## config.mk

```make
export PLATFORM = sky130hd
export DESIGN_NAME = bank_spi_engine
export DESIGN_NICKNAME = d
export VERILOG_FILES = /design/src/rtl/bse_pkg.sv /design/src/rtl/bse_bank_plan.sv /design/src/rtl/bse_spi_xfer.sv /design/src/rtl/bank_spi_engine.sv
export SDC_FILE = /design/constraint.sdc
export NUM_CORES = 1
export LEC_CHECK = 0
export ABC_AREA = 1
export CAP_MARGIN = 20
export CORE_ASPECT_RATIO = 1.5
export CORE_UTILIZATION = 50
export DETAILED_ROUTE_END_ITERATION = 10
export PLACE_DENSITY = 0.76
export SYNTH_ARGS = -nofsm -noshare
export SYNTH_HDL_FRONTEND = slang
export SYNTH_SLANG_ARGS = --single-unit
```

## constraint.sdc

```tcl
create_clock -name clk -period 1.85 [get_ports clk]
set_input_delay 0.555 -clock clk [delete_from_list [all_inputs] [get_ports clk]]
set_output_delay 0.555 -clock clk [all_outputs]
set_load 0.05 [all_outputs]
```

## src/rtl/bse_pkg.sv

```systemverilog
package bse_pkg;
  localparam logic [2:0] OP_RD   = 3'b000;
  localparam logic [2:0] OP_WR   = 3'b010;
  localparam logic [2:0] OP_BSET = 3'b100;
  localparam logic [2:0] OP_BCLR = 3'b101;
  localparam logic [4:0] CTRL_ADDR = 5'h1F;

  typedef enum logic [1:0] {S_IDLE, S_SW0, S_SW1, S_ACC} seq_t;
  typedef enum logic [1:0] {X_IDLE, X_SHIFT, X_GAP} xfer_t;

  function automatic logic [7:0] cmd_byte(input logic [2:0] op, input logic [4:0] a);
    return {op, a};
  endfunction

  function automatic logic long_read(input logic [7:0] code, input logic [4:0] a);
    return (code == 8'd3 && a <= 5'h1A) ||
           (code == 8'd4 && (a <= 5'h05 || a == 5'h0A));
  endfunction
endpackage

```

## src/rtl/bse_bank_plan.sv

```systemverilog
module bse_bank_plan
  import bse_pkg::*;
(
  input  logic [1:0] target,
  output logic       two_ops,
  output logic [7:0] cmd0,
  output logic [7:0] mask0,
  output logic [7:0] cmd1,
  output logic [7:0] mask1
);
  localparam logic [7:0] SET_CMD = cmd_byte(OP_BSET, CTRL_ADDR);
  localparam logic [7:0] CLR_CMD = cmd_byte(OP_BCLR, CTRL_ADDR);

  always_comb begin
    two_ops = 1'b0;
    cmd1    = CLR_CMD;
    mask1   = 8'h00;
    case (target)
      2'd0: begin cmd0 = CLR_CMD; mask0 = 8'h03; end
      2'd1: begin cmd0 = SET_CMD; mask0 = 8'h01; two_ops = 1'b1; cmd1 = CLR_CMD; mask1 = 8'h02; end
      2'd2: begin cmd0 = CLR_CMD; mask0 = 8'h01; two_ops = 1'b1; cmd1 = SET_CMD; mask1 = 8'h02; end
      default: begin cmd0 = SET_CMD; mask0 = 8'h03; end
    endcase
  end
endmodule

```

## src/rtl/bse_spi_xfer.sv

```systemverilog
module bse_spi_xfer
  import bse_pkg::*;
#(
  parameter int HALF = 2
) (
  input  logic        clk,
  input  logic        rst_n,
  input  logic        start,
  input  logic        long_xfer,
  input  logic [23:0] tx,
  input  logic        miso,
  output logic        sclk,
  output logic        mosi,
  output logic        cs_n,
  output logic        fin,
  output logic [7:0]  rx
);
  localparam int CW = (HALF > 1) ? $clog2(HALF) : 1;
  localparam logic [CW-1:0] CNT_LAST = CW'(HALF - 1);

  xfer_t          st_q, st_d;
  logic [CW-1:0]  cnt_q, cnt_d;
  logic [4:0]     bit_q, bit_d;
  logic [23:0]    sh_q, sh_d;
  logic [7:0]     rx_q, rx_d;
  logic           sclk_q, sclk_d, cs_q, cs_d, fin_q, fin_d, long_q, long_d;
  logic           half_done;
  logic [4:0]     last_bit;

  assign half_done = (cnt_q == CNT_LAST);
  assign last_bit  = long_q ? 5'd23 : 5'd15;

  always_comb begin
    st_d = st_q; cnt_d = cnt_q; bit_d = bit_q; sh_d = sh_q; rx_d = rx_q;
    sclk_d = sclk_q; cs_d = cs_q; fin_d = 1'b0; long_d = long_q;
    case (st_q)
      X_IDLE: if (start) begin
        st_d = X_SHIFT; cs_d = 1'b0; sclk_d = 1'b0; sh_d = tx;
        bit_d = 5'd0; cnt_d = '0; long_d = long_xfer;
      end
      X_SHIFT: begin
        if (half_done) begin
          cnt_d = '0;
          if (!sclk_q) begin
            sclk_d = 1'b1;
            rx_d   = {rx_q[6:0], miso};
          end else begin
            sclk_d = 1'b0;
            if (bit_q == last_bit) begin
              st_d = X_GAP; cs_d = 1'b1;
            end else begin
              bit_d = bit_q + 5'd1;
              sh_d  = {sh_q[22:0], 1'b0};
            end
          end
        end else begin
          cnt_d = cnt_q + CW'(1);
        end
      end
      default: begin
        if (half_done) begin
          st_d = X_IDLE; fin_d = 1'b1; cnt_d = '0;
        end else begin
          cnt_d = cnt_q + CW'(1);
        end
      end
    endcase
  end

  always_ff @(posedge clk or negedge rst_n) begin
    if (!rst_n) begin
      st_q <= X_IDLE; cnt_q <= '0; bit_q <= '0; sh_q <= '0; rx_q <= '0;
      sclk_q <= 1'b0; cs_q <= 1'b1; fin_q <= 1'b0; long_q <= 1'b0;
    end else begin
      st_q <= st_d; cnt_q <= cnt_d; bit_q <= bit_d; sh_q <= sh_d; rx_q <= rx_d;
      sclk_q <= sclk_d; cs_q <= cs_d; fin_q <= fin_d; long_q <= long_d;
    end
  end

  assign sclk = sclk_q;
  assign mosi = sh_q[23];
  assign cs_n = cs_q;
  assign fin  = fin_q;
  assign rx   = rx_q;

  a_r9_cs_gap: assert property (@(posedge clk) disable iff (!rst_n)
    $rose(cs_n) |=> cs_n);
  a_r9_sclk_idle_low: assert property (@(posedge clk) disable iff (!rst_n)
    cs_n |-> !sclk);
  a_r9_mosi_steady_on_rise: assert property (@(posedge clk) disable iff (!rst_n)
    $rose(sclk) |-> $stable(mosi));
endmodule

```

## src/rtl/bank_spi_engine.sv

```systemverilog
module bank_spi_engine
  import bse_pkg::*;
#(
  parameter int HALF_CYCLES = 2
) (
  input  logic        clk,
  input  logic        rst_n,
  input  logic        req_valid,
  output logic        req_ready,
  input  logic        req_write,
  input  logic        req_wide,
  input  logic [15:0] req_id,
  input  logic [15:0] req_wdata,
  output logic        done,
  output logic [15:0] rd_data,
  output logic        sclk,
  output logic        mosi,
  output logic        cs_n,
  input  logic        miso
);
  localparam logic [7:0] NO_BANK = 8'hFF;

  seq_t        st_q, st_d;
  logic        pend_q, pend_d, hi_q, hi_d, done_q, done_d;
  logic        wr_q, wr_d, wide_q, wide_d;
  logic [7:0]  code_q, code_d, cache_q, cache_d;
  logic [4:0]  addr_q, addr_d, addr_eff;
  logic [15:0] wdat_q, wdat_d, rd_q, rd_d;
  logic        x_start, x_long, x_fin, two_ops, banked_in;
  logic [23:0] x_tx;
  logic [7:0]  x_rx, cmd0, mask0, cmd1, mask1, wbyte;
  logic [1:0]  target;

  assign target    = 2'(code_q - 8'd1);
  assign addr_eff  = addr_q + 5'(hi_q);
  assign wbyte     = hi_q ? wdat_q[15:8] : wdat_q[7:0];
  assign banked_in = (req_id[15:8] >= 8'd1) && (req_id[15:8] <= 8'd4) &&
                     (req_id[15:8] != cache_q);
  assign x_start   = (st_q != S_IDLE) && !pend_q;
  assign x_long    = (st_q == S_ACC) && !wr_q && long_read(code_q, addr_eff);

  bse_bank_plan u_plan (
    .target(target), .two_ops(two_ops),
    .cmd0(cmd0), .mask0(mask0), .cmd1(cmd1), .mask1(mask1)
  );

  always_comb begin
    case (st_q)
      S_SW0:   x_tx = {cmd0, mask0, 8'h00};
      S_SW1:   x_tx = {cmd1, mask1, 8'h00};
      S_ACC:   x_tx = wr_q ? {cmd_byte(OP_WR, addr_eff), wbyte, 8'h00}
                           : {cmd_byte(OP_RD, addr_eff), 16'h0000};
      default: x_tx = 24'h0;
    endcase
  end

  bse_spi_xfer #(.HALF(HALF_CYCLES)) u_xfer (
    .clk(clk), .rst_n(rst_n), .start(x_start), .long_xfer(x_long), .tx(x_tx),
    .miso(miso), .sclk(sclk), .mosi(mosi), .cs_n(cs_n), .fin(x_fin), .rx(x_rx)
  );

  always_comb begin
    st_d = st_q; pend_d = pend_q; hi_d = hi_q; done_d = 1'b0;
    wr_d = wr_q; wide_d = wide_q; code_d = code_q; cache_d = cache_q;
    addr_d = addr_q; wdat_d = wdat_q; rd_d = rd_q;
    if (x_start) pend_d = 1'b1;
    if (x_fin)   pend_d = 1'b0;
    case (st_q)
      S_IDLE: if (req_valid) begin
        wr_d = req_write; wide_d = req_wide; code_d = req_id[15:8];
        addr_d = req_id[4:0]; wdat_d = req_wdata; rd_d = 16'h0; hi_d = 1'b0;
        st_d = banked_in ? S_SW0 : S_ACC;
      end
      S_SW0: if (x_fin) begin
        if (two_ops) st_d = S_SW1;
        else begin st_d = S_ACC; cache_d = code_q; end
      end
      S_SW1: if (x_fin) begin
        st_d = S_ACC; cache_d = code_q;
      end
      default: if (x_fin) begin
        if (!wr_q) begin
          if (hi_q) rd_d[15:8] = x_rx;
          else      rd_d[7:0]  = x_rx;
        end
        if (wide_q && !hi_q) hi_d = 1'b1;
        else begin st_d = S_IDLE; done_d = 1'b1; end
      end
    endcase
  end

  always_ff @(posedge clk or negedge rst_n) begin
    if (!rst_n) begin
      st_q <= S_IDLE; pend_q <= 1'b0; hi_q <= 1'b0; done_q <= 1'b0;
      wr_q <= 1'b0; wide_q <= 1'b0; code_q <= 8'h0; cache_q <= NO_BANK;
      addr_q <= '0; wdat_q <= '0; rd_q <= '0;
    end else begin
      st_q <= st_d; pend_q <= pend_d; hi_q <= hi_d; done_q <= done_d;
      wr_q <= wr_d; wide_q <= wide_d; code_q <= code_d; cache_q <= cache_d;
      addr_q <= addr_d; wdat_q <= wdat_d; rd_q <= rd_d;
    end
  end

  assign req_ready = (st_q == S_IDLE);
  assign done      = done_q;
  assign rd_data   = rd_q;

  a_r10_done_single: assert property (@(posedge clk) disable iff (!rst_n)
    done |=> !done);
  a_r10_done_after_cs: assert property (@(posedge clk) disable iff (!rst_n)
    done |-> cs_n);
  a_r2_switch_only_banked: assert property (@(posedge clk) disable iff (!rst_n)
    (st_q == S_SW0) |-> (code_q >= 8'd1 && code_q <= 8'd4));
  a_r3_cache_legal: assert property (@(posedge clk) disable iff (!rst_n)
    (cache_q != NO_BANK) |-> (cache_q >= 8'd1 && cache_q <= 8'd4));
  a_r8_high_half_wide_only: assert property (@(posedge clk) disable iff (!rst_n)
    hi_q |-> wide_q);
endmodule

```

==> run metrics, run 1 <==
RSZ-0062 raised after global routing false; first-pass GRT wire length 16300 µm; register area 2410 µm²; max_slew headroom 0.615; DIE WIDTH 80.4 µm; CP Launch Type flop; Fmax 0.565 GHz; Setup crit start st_q[1]$_DFFE_PN0P_; Clk Latency, worst-skew pair 0.34 ns; P&R area growth vs syn 24.0%; core area 8880 µm²; # fillers between 700 and 800; design area 5710 µm²; Worst EP required 1.29 ns; # Post-CTS Setup Buffers 0; I/O pin count 59; switching share of power 0.406; Residual DRC 0; 1st-iter DRT viols 201; htree depth 3; initial antenna violation count 0; number of global-route vias before repair 3764; worst vdd ir 1.01 mV; gr ovfl total 0; Final Slew Violations 0; largest family of logic cells by synthesized area simple AND/OR/NAND/NOR gates; XOR/XNOR Fraction of Synth Area 0.0190; EDFF count, synth 0; input/output buffers 55; GRT Total Usage 0.219; Syn Inst Count 555; Final nets 674; DR vias/cell 5.09; commonest non-fill, non-tap cell in the layout nand2_1; CP Max Fanout 7; Post-CTS Hold Buffers 0; Post-DP Area 5400 µm²; status completed; commonest cells after routing, fill and taps aside nand2_1 (218), dfrtp_1 (86), o21ai_0 (62); Multi-input gate area about 1900 µm²; Gate power share 0.439; Initial Util 0.518; Die Y-Extent between 100 and 150 µm; n_diodes 0; layout cells sized above 1 0.148; worst slew pin tran 0.578 ns; remaining antenna violation count 0; crit path buf inv count 2; final setup fails 0; Ys Warns 0; final wirelength 9350 µm; TritonCTS buffer count 9; Max-Cap Viols 0; Mapped Nets roughly 600; DIE AREA 9600 µm²; share of total power in the clock network 0.197; DP HPWL roughly 6700 µm; asr flop ratio synth 1.00; post-synthesis adder-cell area fraction 0.0299; r2r startpoint code_q[1]$_DFFE_PN0P_; dominant synthesized flop cell dfrtp_1; root buffer cell clkbuf_16; row cnt between 40 and 50; Fin Clk Skew approximately 0.0071 ns; Power Density 1670 nW/µm²; cell chain of the critical path inv_4, ha_4, buf_12; fin crit period about 1.8 ns; post-synth cell types 35; crit-path max cell delay 0.42 ns; Cell Area, Synth 4600 µm²; sequential share of the synthesized area 0.524; period utilization 0.957; Leak 2.84 nW; Synth Register Bits 96; simple-gate share of the synthesized area 0.229; TritonCTS clock tree built; drt first pass iters 4; Sequential Power Share 0.364; HP Class input port to async pin; clk slew on worst S/H paths around 0.060 ns; Syn Area/Cell around 8.3 µm²; mux share of post-synthesis cell area 0.0277; critical path class flop to output pin; Cell Int Power 5.67 mW; Clock Sinks 96; placer congestion estimate 0.872; CTS Buffer Depth 2; crit end category output pin; Slowest-stage cell, CP dfrtp_2; Switch Pwr 3.88 mW; Synth Area in Compound Gates 0.103; routed vias 3763; CP delay by family, top flip-flops; largest net degree at the start of global routing 35; final hold violation count 0; routed len/inst 12.6 µm; Tot Pwr 9.54 mW; Critical Path AT 1.22 ns; worst hold slack ~0.15 ns
path summary, 6_finish.rpt:
kind,to,slack (ns),cells after the start
max,req_ready,0.08,3
min,rd_data[4]$_DFFE_PN0P_,0.15,1
max reg2reg,u_xfer.sh_q[9]$_DFFE_PN0P_,0.16,10
min reg2reg,u_xfer.sh_q[12]$_DFFE_PN0P_,0.47,2
max in group asynchronous,cache_q[0]$_DFFE_PN1P_,1.13,2
min in group clk,u_xfer.sh_q[12]$_DFFE_PN0P_,0.47,2
cells in the mapped netlist (6+ instances only):
library cell  instances  share of area
nand2_1             218           0.18
dfrtp_1              87           0.47
o21ai_0              62          0.067
inv_1                51          0.042
nor2_1               24          0.020
nand3_1              13          0.014
ha_1                 11          0.030
clkbuf_1              9         0.0073
dfstp_2               9          0.051
a21oi_1               7         0.0076
mux2_2                6          0.015
mux2i_1               6          0.013
timing repair:
action | in CTS | in global routing
gates resized for setup | 2 | 2
setup endpoints to repair | 9 | 4
pin swaps | 0 | 2
registers in the layout, indices dropped and copies added, names as in the netlist, 2 cells and up:
register,flops
u_xfer.rx,8
code_q,8
u_xfer.sh_q,16
wdat_q,16
st_q,2
cache_q,8
rd_data,16
addr_q,5
u_xfer.st_q,2
u_xfer.bit_q,5
routing by layer:
metal | share of wire | wire (µm) | track usage
met1 | 0.43 | 4040 | 0.264
met2 | 0.50 | 4680 | 0.359
met4 | 0.031 | 291 | 0.115
met3 | 0.037 | 343 | 0.0510
met5 | 0 | 0 | 0
per-stage QoR:
step           instances   util  TNS (ns)  setup WS (ns)
4_1_cts              740  0.643         0         0.0349
2_1_floorplan        555      -         0         0.0379
3_5_place_dp         724  0.607     -1.34        -0.0863
3_3_place_gp         724  0.607    -0.656        -0.0443
6_report             740  0.643         0         0.0790
5_1_grt              740  0.643         0        0.00165
cell families (layout without fill, tap and decap cells):
family	count (synthesis)	in the layout
AOI/OAI and AO/OA	87	87
adders and majority gates	11	11
DFF	96	96
and+or+nand+nor	268	268
muxes	12	12
xor gates and xnor gates	10	10
buffers and inverters	71	146
layout make-up:
cell class,count,share of cell area
flip-flops and latches,96,0.423
multi-input cells,388,0.333
repair buffers,76,0.130
clock buffers,11,0.0443
inverters,54,0.0364
well taps,110,0.0241
clock inverters,5,0.00964
power groups by stage:
stage               Combinational, mW  Clock, mW  Sequential [mW]
detailed placement               4.17          0             3.49
finish                           4.19       1.88             3.48
global route                     4.66       2.01             3.57
CTS                              4.21       1.92             3.46
global placement                 4.04          0             3.44
floorplan                        2.36          0             3.92
No activity file was read; power rests on OpenSTA's default activity.
==> run 2: changes to the inputs <==
- TNS_END_PERCENT: default -> 1
==> run metrics, run 2 (synthesis gave the netlist of run 1 again) <==
TritonCTS clock tree built; GRT Total Usage 0.219; worst slew pin tran 0.577 ns; routed len/inst 12.6 µm; Clock Sinks between 90 and 100; remaining antenna violation count 0; initial antenna violation count 0; commonest non-fill, non-tap cell in the layout nand2_1; row cnt 42; Fmax 0.558 GHz; switching share of power 0.406; CP Max Fanout 7; I/O pin count 59; CP Launch Type flop; commonest cells after routing, fill and taps aside nand2_1 (218), dfrtp_1 (86), o21ai_0 (62); Final Slew Violations 0; clk slew on worst S/H paths 0.06 ns; final setup fails 0; Critical Path AT 1.24 ns; Fin Clk Skew 0.00700 ns; htree depth 3; layout cells sized above 1 0.148; crit path buf inv count 2; core area roughly 9000 µm²; Clk Latency, worst-skew pair 0.34 ns; Cell Int Power around 5.7 mW; HP Class input port to async pin; max_slew headroom 0.615; root buffer cell clkbuf_16; critical path class flop to output pin; final hold violation count 0; CP delay by family, top flip-flops; Initial Util 0.518; TritonCTS buffer count 9; cell chain of the critical path inv_2, ha_4, buf_12; Leak around 2.8 nW; crit end category output pin; largest net degree at the start of global routing 35; share of total power in the clock network 0.197; design area 5710 µm²; Tot Pwr 9.54 mW; setup_tns 0 ns; crit-path max cell delay 0.41 ns; DP HPWL 6690 µm; Sequential Power Share 0.364; Max-Cap Viols 0; P&R area growth vs syn 23.9%; Post-CTS Hold Buffers 0; drt first pass iters 4; DIE AREA 9600 µm²; 1st-iter DRT viols 214; worst vdd ir 1.00 mV; DIE WIDTH 80.4 µm; Slowest-stage cell, CP dfrtp_2; Final Core Density 0.643; period utilization 0.969; status completed; Residual DRC 0; non-filler instance count after layout 740; n_diodes 0; first-pass GRT wire length 16300 µm; Power Density about 1700 nW/µm²; routed vias roughly 3800; placer congestion estimate 0.872; gr ovfl total 0; Final nets 674; dpl cells 724; final wirelength 9360 µm; input/output buffers between 50 and 60; number of global-route vias before repair 3764; Die Y-Extent around 120 µm; fin crit period roughly 1.8 ns; RSZ-0062 raised after global routing true; Worst EP required ~1.3 ns; Gate power share 0.439; CTS Buffer Depth 2; DR vias/cell 5.09; Post-DP Area 5400 µm²; Switch Pwr 3.88 mW
-- run 2: cell counts in the layout (fill, tap and decap cells not counted) --
No cell type changed its count.
-- run 2: power by group through the flow --
| stage | registers, mW | logic [mW] | clock network [mW] |
|---|---|---|---|
| 2_1_floorplan | 3.92 | 2.36 | 0 |
| 3_3_place_gp | 3.44 | 4.04 | 0 |
| 3_5_place_dp | 3.49 | 4.17 | 0 |
| 4_1_cts | 3.46 | 4.21 | 1.92 |
| 5_1_grt | 3.57 | 4.66 | 2.01 |
| 6_report | 3.47 | 4.18 | 1.88 |
-- run 2: path summary, 6_finish.rpt --
check / cells after the start / endpoint / startpoint / slack, ns
setup / recovery: 3 / req_ready / st_q[1]$_DFFE_PN0P_ / 0.06
hold / removal: 1 / rd_data[4]$_DFFE_PN0P_ / rst_n / 0.15
setup reg to reg: 11 / u_xfer.sh_q[20]$_DFFE_PN0P_ / st_q[1]$_DFFE_PN0P_ / 0.15
hold reg to reg: 2 / u_xfer.sh_q[12]$_DFFE_PN0P_ / u_xfer.sh_q[12]$_DFFE_PN0P_ / 0.47
max in group asynchronous: 2 / cache_q[0]$_DFFE_PN1P_ / rst_n / 1.13
min in group clk: 2 / u_xfer.sh_q[12]$_DFFE_PN0P_ / u_xfer.sh_q[12]$_DFFE_PN0P_ / 0.47
-- run 2: area by class of cell --
type                       count  area (µm²)
sequential                    96        2410
multi-input combinational    388        1900
timing repair buffer          76         741
fill                         722        3170
clock buffer                  11         253
tap                          110         138
inverter                      54         205
clock inverter                 5        55.1
-- run 2: routing by layer --
metal	share of wire	vias up	global-route usage
met2	0.50	77	0.359
met3	0.036	22	0.0510
met4	0.031	0	0.115
met1	0.43	1777	0.264
met5	0	-	0
li1	-	1889	-
-- run 2: stage by stage --
| step | hold slack [ns] | setup WS [ns] |
|---|---|---|
| final | 0.153 | 0.0578 |
| after global routing | 0.169 | -0.00892 |
| after CTS | 0.152 | 0.0349 |
| after detailed placement | 0.459 | -0.0863 |
| after global placement | 0.454 | -0.0443 |
| after floorplan | 0.259 | 0.0379 |
-- run 2: timing repair --
| action | CTS | global route |
|---|---|---|
| setup endpoints to repair | 9 | 4 |
| buffers inserted | 0 | 0 |
| resized for setup | 2 | 1 |
| hold endpoints to repair | 0 | 0 |
| pin swaps | 0 | 1 |
==> run 3: changes to the inputs <==
- CORE_MARGIN: default -> 8
==> run metrics, run 3 (synthesis gave the netlist of run 1 again) <==
status completed; Slowest-stage cell, CP dfrtp_1; r2r startpoint st_q[0]$_DFFE_PN0P_; routed vias 3738; fin crit period 1.77 ns; Residual DRC 0; I/O pin count 59; crit end category output pin; final setup fails 0; Fin Clk Skew 0.00683 ns; layout cells sized above 1 0.137; CTS Buffer Depth 2; Leak 2.83 nW; routed len/inst 12.9 µm; core area 9090 µm²; Final Core Density 0.624; htree depth 3; initial antenna violation count 0; clk slew on worst S/H paths 0.06 ns; root buffer cell clkbuf_16; Post-CTS Hold Buffers 0; gr ovfl total 0; Setup crit start st_q[0]$_DFFE_PN0P_; CP Launch Type flop; Clk Latency, worst-skew pair 0.33 ns; Worst EP required ~1.3 ns; Final Slew Violations 0; largest net degree at the start of global routing 45; Die Y-Extent 134 µm; non-filler instance count after layout roughly 740; crit-path max cell delay 0.37 ns; dpl cells 722; critical path class flop to output pin; 1st-iter DRT viols ~210; worst vdd ir 0.858 mV; DIE AREA 12600 µm²; number of global-route vias before repair 3813; final wirelength ~9500 µm; TritonCTS clock tree built; RSZ-0062 raised after global routing false; Critical Path AT between 1 and 1.5 ns; input/output buffers 55; CP Max Fanout 7; commonest non-fill, non-tap cell in the layout nand2_1; Final nets 671; GRT Total Usage 0.165; drt first pass iters 5; placer congestion estimate 0.885; commonest cells after routing, fill and taps aside nand2_1 (218), dfrtp_1 (86), o21ai_0 (62); cell chain of the critical path inv_1, ha_4, buf_12; Initial Util 0.506; worst slew pin tran 0.418 ns; n_diodes 0; TritonCTS buffer count 9; DP HPWL 7090 µm; remaining antenna violation count 0; period utilization 0.955; final hold violation count 0; DIE WIDTH about 94 µm; Clock Sinks 96; Fmax roughly 0.57 GHz; HP Class input port to async pin; first-pass GRT wire length 16900 µm; P&R area growth vs syn 23.2%; max_slew headroom 0.721; Max-Cap Viols 0; DR vias/cell 5.06; row cnt 43; Power Density 1650 nW/µm²
==> run 3: cell types whose count changed in the layout (fill, tap and decap cells not counted), sizes merged <==
| cell | change |
|---|---|
| buf | -3 |
| clkbuf | +1 |
| clkinvlp | -1 |
==> run 3: area by class of cell <==
type / instances / area, µm²
flip-flops and latches: 96 / 2410
well taps: 112 / 140
clock buffers: 12 / 236
fillers: 796 / 3420
multi-input cells: 388 / 1910
repair buffers: 73 / 718
inverters: 54 / 205
clock inverters: 4 / 47.5
==> run 3: worst max-delay path: cells and delay by family, from the launching register on <==
kind / cells / cell delay [ns]
buffers and inverters: 2 / 0.29
flip-flops: 1 / 0.37
adder cells (fa/ha/maj): 1 / 0.22
==> run 3: path summary, 6_finish.rpt <==
kind	end	slack [ns]	cells after the start
worst max-delay path	req_ready	0.08	3
worst min-delay path	rd_data[7]$_DFFE_PN0P_	0.11	1
worst max register to register	st_q[0]$_DFFE_PN0P_	0.17	8
worst min register to register	u_xfer.sh_q[10]$_DFFE_PN0P_	0.48	2
max in group asynchronous	cache_q[5]$_DFFE_PN1P_	1.14	2
min in group clk	u_xfer.sh_q[10]$_DFFE_PN0P_	0.48	2
==> run 3: per-layer routing <==
| metal | track usage | part of all wire | up-vias |
|---|---|---|---|
| met4 | 0.0788 | 0.020 | 0 |
| li1 | - | - | 1873 |
| met3 | 0.0360 | 0.045 | 14 |
| met5 | 0 | 0 | - |
| met1 | 0.201 | 0.43 | 1769 |
| met2 | 0.265 | 0.50 | 82 |
==> run 3: power by group <==
part / internal, mW / switching, mW / total (mW)
clock: 1.04 / 0.753 / 1.80
combinational: 1.55 / 2.57 / 4.12
sequential: 2.97 / 0.501 / 3.47
==> run 3: per-stage QoR <==
step                      TNS [ns]  cell area [µm²]  power [mW]  hold WS, ns  worst slack (ns)
after floorplan                  0             4620        6.27        0.259            0.0379
after global placement       -2.29             5370        7.42        0.455           -0.0983
after detailed placement     -3.36             5370        7.58        0.458            -0.140
after CTS                        0             5650        9.41        0.115            0.0358
after global routing             0             5670        10.1        0.121           0.00261
final                            0             5670        9.38        0.113            0.0826
==> run 3: repair_timing <==
action / 4_1_cts / 5_1_grt
setup endpoints to repair: 0 / 20
setup buffers: 0 / 1
resized for setup: 0 / 3
